===== src/rtl/logmac_pkg.sv =====
package logmac_pkg;
    localparam int INT_W   = 4;
    localparam int FRAC_W  = 3;
    localparam int MAG_W   = INT_W + FRAC_W;
    localparam int LOG_W   = 1 + MAG_W;
    localparam int EXP_W   = INT_W + 1;
    localparam int NUM_EXP = 2 ** EXP_W;
    localparam int MANT_FB = 7;
    localparam int MANT_W  = MANT_FB + 1;

    typedef logic [LOG_W-1:0]  lnum_t;
    typedef logic [EXP_W-1:0]  exp_t;
    typedef logic [MANT_W-1:0] mant_t;

    typedef struct packed {
        logic  valid;
        logic  neg;
        exp_t  exp;
        mant_t mant;
    } prod_t;

    typedef enum logic {RC_IDLE, RC_RUN} rc_state_t;

    // round(2^(f/8) * 128)
    function automatic mant_t frac_to_mant(input logic [FRAC_W-1:0] f);
        mant_t m;
        case (f)
            3'd0:    m = 8'd128;
            3'd1:    m = 8'd140;
            3'd2:    m = 8'd152;
            3'd3:    m = 8'd166;
            3'd4:    m = 8'd181;
            3'd5:    m = 8'd197;
            3'd6:    m = 8'd215;
            default: m = 8'd235;
        endcase
        return m;
    endfunction

    function automatic logic is_zero(input lnum_t x);
        return x == '0;
    endfunction
endpackage


===== src/rtl/logmac_mul.sv =====
module logmac_mul
    import logmac_pkg::*;
(
    input  logic  clk,
    input  logic  rst,
    input  logic  valid,
    input  lnum_t a,
    input  lnum_t b,
    output prod_t prod
);
    logic [MAG_W:0] lsum;

    always_comb begin
        lsum      = {1'b0, a[MAG_W-1:0]} + {1'b0, b[MAG_W-1:0]};
        prod.valid = valid && !is_zero(a) && !is_zero(b);
        prod.neg   = a[LOG_W-1] ^ b[LOG_W-1];
        prod.exp   = lsum[MAG_W:FRAC_W];
        prod.mant  = frac_to_mant(lsum[FRAC_W-1:0]);
    end


    zero_suppress_chk: assert property (@(posedge clk) disable iff (rst)
        (valid && (a == '0 || b == '0)) |-> !prod.valid);


    mant_norm_chk: assert property (@(posedge clk) disable iff (rst)
        prod.valid |-> prod.mant[MANT_W-1]);
endmodule


===== src/rtl/logmac_bank.sv =====
module logmac_bank
    import logmac_pkg::*;
#(
    parameter int PSUM_W = 21
) (
    input  logic              clk,
    input  logic              rst,
    input  logic              acc_en,
    input  exp_t              acc_idx,
    input  logic              acc_neg,
    input  mant_t             acc_mant,
    input  exp_t              rd_idx,
    input  logic              clr_en,
    output logic [PSUM_W-1:0] rd_data
);
    logic signed [PSUM_W-1:0] cells [NUM_EXP];
    logic signed [PSUM_W-1:0] mag;
    logic signed [PSUM_W-1:0] delta;

    always_comb begin
        mag   = $signed({{(PSUM_W-MANT_W){1'b0}}, acc_mant});
        delta = acc_neg ? -mag : mag;
    end

    always_ff @(posedge clk) begin
        for (int i = 0; i < NUM_EXP; i++) begin
            if (rst) begin
                cells[i] <= '0;
            end else if (clr_en && rd_idx == exp_t'(i)) begin
                cells[i] <= '0;
            end else if (acc_en && acc_idx == exp_t'(i)) begin
                cells[i] <= cells[i] + delta;
            end
        end
    end

    assign rd_data = cells[rd_idx];


    no_acc_during_clear_chk: assert property (@(posedge clk) disable iff (rst)
        !(acc_en && clr_en));
endmodule


===== src/rtl/logmac_recon.sv =====
module logmac_recon
    import logmac_pkg::*;
#(
    parameter int PSUM_W = 21,
    parameter int ACC_W  = 22
) (
    input  logic              clk,
    input  logic              rst,
    input  logic              start,
    input  logic [PSUM_W-1:0] psum,
    output exp_t              rd_idx,
    output logic              clr_en,
    output logic              busy,
    output logic              bit_valid,
    output logic              bit_out,
    output logic              done,
    output logic [ACC_W-1:0]  result_hi
);
    localparam exp_t LAST_IDX = exp_t'(NUM_EXP - 1);

    rc_state_t        state;
    exp_t             idx;
    logic [ACC_W-1:0] acc;
    logic [ACC_W:0]   step;

    always_comb begin
        step = {acc[ACC_W-1], acc} + {{(ACC_W+1-PSUM_W){psum[PSUM_W-1]}}, psum};
    end

    always_ff @(posedge clk) begin
        if (rst) begin
            state     <= RC_IDLE;
            idx       <= '0;
            acc       <= '0;
            bit_valid <= 1'b0;
            bit_out   <= 1'b0;
            done      <= 1'b0;
            result_hi <= '0;
        end else begin
            bit_valid <= 1'b0;
            done      <= 1'b0;
            case (state)
                RC_IDLE: begin
                    if (start) begin
                        state <= RC_RUN;
                        idx   <= '0;
                        acc   <= '0;
                    end
                end
                default: begin
                    bit_valid <= 1'b1;
                    bit_out   <= step[0];
                    acc       <= step[ACC_W:1];
                    idx       <= idx + 1'b1;
                    if (idx == LAST_IDX) begin
                        state     <= RC_IDLE;
                        done      <= 1'b1;
                        result_hi <= step[ACC_W:1];
                    end
                end
            endcase
        end
    end

    assign rd_idx = idx;
    assign clr_en = (state == RC_RUN);
    assign busy   = (state == RC_RUN);


    done_with_bit_chk: assert property (@(posedge clk) disable iff (rst)
        done |-> bit_valid);


    done_pulse_chk: assert property (@(posedge clk) disable iff (rst)
        done |=> !done);


    idx_advance_chk: assert property (@(posedge clk) disable iff (rst)
        (busy && idx != LAST_IDX) |=> (busy && idx == exp_t'($past(idx) + 1'b1)));
endmodule


===== src/rtl/logmac_acc.sv =====
module logmac_acc
    import logmac_pkg::*;
#(
    parameter  int GUARD_W = 12,
    localparam int PSUM_W  = MANT_W + 1 + GUARD_W,
    localparam int ACC_W   = PSUM_W + 1
) (
    input  logic             clk,
    input  logic             rst,
    input  logic             in_valid,
    input  logic [7:0]       op_a,
    input  logic [7:0]       op_b,
    input  logic             recon_start,
    output logic             busy,
    output logic             bit_valid,
    output logic             bit_out,
    output logic             done,
    output logic [ACC_W-1:0] result_hi
);
    prod_t             prod;
    exp_t              rd_idx;
    logic              clr_en;
    logic [PSUM_W-1:0] psum;
    logic              acc_en;

    logmac_mul u_mul (
        .clk   (clk),
        .rst   (rst),
        .valid (in_valid),
        .a     (lnum_t'(op_a)),
        .b     (lnum_t'(op_b)),
        .prod  (prod)
    );

    assign acc_en = prod.valid && !busy;

    logmac_bank #(.PSUM_W(PSUM_W)) u_bank (
        .clk      (clk),
        .rst      (rst),
        .acc_en   (acc_en),
        .acc_idx  (prod.exp),
        .acc_neg  (prod.neg),
        .acc_mant (prod.mant),
        .rd_idx   (rd_idx),
        .clr_en   (clr_en),
        .rd_data  (psum)
    );

    logmac_recon #(.PSUM_W(PSUM_W), .ACC_W(ACC_W)) u_recon (
        .clk       (clk),
        .rst       (rst),
        .start     (recon_start),
        .psum      (psum),
        .rd_idx    (rd_idx),
        .clr_en    (clr_en),
        .busy      (busy),
        .bit_valid (bit_valid),
        .bit_out   (bit_out),
        .done      (done),
        .result_hi (result_hi)
    );
endmodule


===== config.mk =====
export PLATFORM = sky130hd
export DESIGN_NAME = logmac_acc
export DESIGN_NICKNAME = d
export VERILOG_FILES = /design/src/rtl/logmac_pkg.sv /design/src/rtl/logmac_mul.sv /design/src/rtl/logmac_bank.sv /design/src/rtl/logmac_recon.sv /design/src/rtl/logmac_acc.sv
export SDC_FILE = /design/constraint.sdc
export NUM_CORES = 2
export LEC_CHECK = 0
export BUFFER_PORTS_ARGS = -buffer_cell sky130_fd_sc_hd__clkbuf_2
export CAP_MARGIN = 20
export CORE_MARGIN = 3
export CORE_UTILIZATION = 30
export DETAILED_ROUTE_END_ITERATION = 6
export PLACE_DENSITY = 0.51
export SLEW_MARGIN = 40
export SYNTH_ARGS = -nofsm -noshare
export SYNTH_HDL_FRONTEND = slang
export SYNTH_SLANG_ARGS = --single-unit
export TNS_END_PERCENT = 50

===== constraint.sdc =====
create_clock -name clk -period 80.4 [get_ports clk]
set_clock_uncertainty 0.2 [all_clocks]
set_input_delay 4.02 -clock clk [delete_from_list [all_inputs] [get_ports clk]]
set_output_delay 4.02 -clock clk [all_outputs]
set_load 0.05 [all_outputs]

==> results by group <==
Pwr
  • Pleak: 27.6 nW
  • Power per cell area: 21.3 mW/mm²
  • Maximum VDD drop: 0.0191 mV

Synthesis
  • Post-synthesis register bit count: 730
  • Post-synthesis cell type count: 87
  • Post-synthesis sequential area ratio: 35.1%
  • Asr flop ratio synth: 0%
  • Avg Cell Area, Syn: 10.2 µm²
  • Syn_nets: 6709
  • Cell count after synthesis: 5974
  • Post-Syn Area: 0.0608 mm²
  • YS warnings: 0
  • Post-synth EDFFs: 672
  • Top_reg_cell synth: edfxtp_1

Clock network
  • Clk slew on worst S/H paths: 0.05 ns
  • CTS Hold Buffers Added: 0
  • H-tree depth: 3
  • Worst-Skew Late Latency: 0.74 ns
  • CTS Sinks: 730
  • CTS max path bufs: 3
  • CTS root buf: clkbuf_16
  • Setup bufs post-CTS: 0
  • CTS tree: built
  • Total CTS buffers: 99
  • Cts repair resizes: 0

Placed design
  • Post-DP HPWL: 135 mm
  • GPL Wtd Cong: 0.881
  • PortBufs: 45
  • Dpl cell area: 0.0644 mm²
  • Placed insts: 8551
  • DP Worst Slack: 69.96 ns

Route
  • Drt pass-1 iters: 5
  • DRT met1 WL: 84.5 mm
  • Number of vias per cell: 5.45
  • Max Used Layer: met4
  • Routed Antenna Nets: 0
  • Total Wirelength: 179 mm
  • Initial drt markers: 3812
  • DRC violations left: 0
  • WL met2: 81.1 mm
  • Wire per inst: 20.6 µm
  • WL met3: 9.60 mm
  • Via count: 47.6k

Worst setup path
  • Critical Path Fanout Max: 33
  • CP max stage cell: fa_1
  • CP Class: primary input to flip-flop
  • Crit-path most repeated cell: ha_1
  • R2R setup slack: 74.30 ns
  • Reg-to-reg endpoint: u_recon.acc[19]
  • Crit path capture type: flip-flop
  • CP Data Arrival Time: 9.95 ns
  • CP cell instances: clkbuf_2 > ha_1 > fa_1 > inv_1 > ha_1 > or3_1 > o21ai_4 > buf_4 > inv_1 > ha_1 > nor2b_1 > xnor2_2 > buf_4 > ha_1 > a211oi_1 > o21bai_1 > o41ai_1 > o21ai_0 > a31oi_1 > or2_2 > xor2_1 > nor2_1
  • Register-to-Register Path Depth: 16
  • Nature of the critical path startpoint: primary input
  • CP required: 80.64 ns
  • Crit. Startpoint: op_a[0]
  • Critical path capture point: u_bank.cells[17][18]
  • Max incr delay on CP: 0.57 ns

Worst hold path
  • Worst min path class: flip-flop to flip-flop
  • Worst hold start: u_recon.result_hi[20]

GRT
  • Total track usage: 16.6%
  • Largest net degree at the start of global routing: 147
  • Initial antenna violation count: 19
  • First-pass GRT wire length: 273 mm
  • Overflow after GRT: 0
  • Vias in the first global route: 46.2k

Floorplanning
  • CORE AREA: 0.201 mm²
  • DIE AREA: 0.208 mm²
  • Initial Util: 30.3%
  • Die extent in x: 456 µm
  • Row cnt: 164
  • Die height: 456 µm
  • I/O pin cnt: 46

Timing
  • Final Setup Violations: 0
  • Max-slew headroom: 40.7%
  • Fin crit share: 12.1%
  • Setup tns final: 0 ns
  • Fmax: 103 MHz
  • Transition time of the tightest slew-check pin: 0.881 ns
  • Final min period: 9.71 ns
  • Fin. Hold Viols: 0
  • PnR worst setup slack: 70.69 ns
  • Final Max Slew Viols: 0
  • RSZ-0062 raised after global routing: false

Run status
  • Outcome: finished clean

Final layout
  • Multi-input gate area: 0.0385 mm²
  • Final nets: 6733
  • Final Non-Filler Cells: 8733
  • Layout area overhead: 11.1%
  • Fill cells: 20.2k
  • Share of cells above drive strength 1: 9.86%
  • Final Cell Area: 0.0676 mm²
  • FF+latch area: 0.0214 mm²

Flow run
  • Max-Cap Viols: 0
per-layer routing:
| layer | global-route usage [%] | up-vias |
|---|---|---|
| met5 | 0 | - |
| met4 | 4.40 | 0 |
| met3 | 2.56 | 211 |
| met2 | 26.6 | 1077 |
| met1 | 23.3 | 23400 |
| li1 | - | 22800 |
kinds of logic after synthesis:
family / after synthesis / synth area share, %
buffers and inverters: 319 / 2.08
flip-flops: 730 / 35.1
multiplexers: 233 / 8.20
AND/OR/NAND/NOR: 1705 / 13.0
XOR/XNOR: 580 / 8.36
adder cells (fa/ha/maj): 715 / 15.1
AO/OA/AOI/OAI: 1692 / 18.2
cell type report:
class	count	share of cell area, %
repair buffers	88	0.969
inverters	154	0.855
clock buffers	140	4.07
flip-flops and latches	730	31.6
diodes	1	0.00370
clock inverters	39	0.620
multi-input cells	4925	57.0
well taps	2656	4.91
critical path, delay by kind of cell:
kind | cells | cell delay, ns
AO/OA/AOI/OAI | 6 | 1.83
adder cells (fa/ha/maj) | 5 | 1.70
XOR/XNOR | 2 | 0.28
buffers and inverters | 5 | 1.24
AND/OR/NAND/NOR | 4 | 0.83
per-stage QoR:
stage,utilization [%],hold slack [ns],power (mW)
finish,33.7,0.255,1.44
global route,33.7,0.287,1.52
CTS,33.7,0.261,1.44
detailed placement,32.1,0.249,0.991
global placement,32.0,0.242,0.985
floorplan,-,0.232,0.863
registers in the layout, summed over array words and instances (netlist names), named ones only:
register,flops
u_recon.busy,1
u_bank.cells,672
u_recon.bit_valid,1
u_recon.bit_out,1
u_recon.rd_idx,5
u_recon.done,1
u_recon.result_hi,22
u_recon.acc,22
cells in the mapped netlist, drive strengths merged (22+ instances only):
| cell | instances | share of area, % |
|---|---|---|
| a31oi | 66 | 0.70 |
| o31ai | 51 | 0.63 |
| nand2 | 294 | 1.8 |
| clkbuf | 106 | 0.66 |
| a21o | 297 | 3.7 |
| nand3 | 75 | 0.62 |
| xnor2 | 313 | 4.5 |
| nor2 | 790 | 4.9 |
| and2 | 32 | 0.33 |
| buf | 59 | 0.47 |
| a211oi | 102 | 1.3 |
| nand2b | 67 | 0.69 |
| o21ai | 280 | 2.3 |
| dfxtp | 58 | 1.9 |
| nor3 | 104 | 0.89 |
| a21oi | 482 | 4.0 |
| o211ai | 33 | 0.41 |
| and3 | 120 | 1.2 |
| nor2b | 46 | 0.47 |
| ha | 681 | 14 |
| o21bai | 73 | 0.90 |
| a22o | 31 | 0.45 |
| xor2 | 267 | 3.8 |
| inv | 152 | 0.94 |
| mux4 | 210 | 7.8 |
| or2 | 37 | 0.38 |
| nand4 | 25 | 0.26 |
| edfxtp | 672 | 33 |
| o21a | 67 | 0.83 |
| nor3b | 24 | 0.31 |
| or3 | 39 | 0.40 |
| mux2 | 22 | 0.41 |
| fa | 34 | 1.1 |
power breakdown:
group          internal [mW]  total, mW  switching [mW]
logic                  0.225      0.547           0.322
clock network          0.257      0.446           0.188
registers              0.431      0.445          0.0141
total                  0.913       1.44           0.524
worst min-delay path by stage:
stage / end / cells past startpoint
CTS: u_recon.result_hi[20] / 2
floorplan: u_recon.acc[12] / 2
global placement: u_recon.result_hi[13] / 2
global route: u_recon.acc[13] / 2
finish: u_recon.result_hi[20] / 2
detailed placement: u_recon.result_hi[20] / 2
cell usage in the layout (no fill, tap or decap), types with 67 or more instances in the layout:
cell type	netlist	final
and3_1	120	120
o21a_1	67	67
nand2_1	291	242
mux4_2	210	210
nor2_1	788	785
nand3_1	75	73
o21bai_1	73	73
a21o_1	297	297
o21ai_0	280	277
xor2_1	267	266
nand2b_1	67	67
a21oi_1	482	479
clkbuf_16	0	100
a211oi_1	101	101
edfxtp_1	672	672
inv_1	151	151
ha_1	681	681
xnor2_1	312	308
nor3_1	101	100
Power figures use the tool's default switching activity.
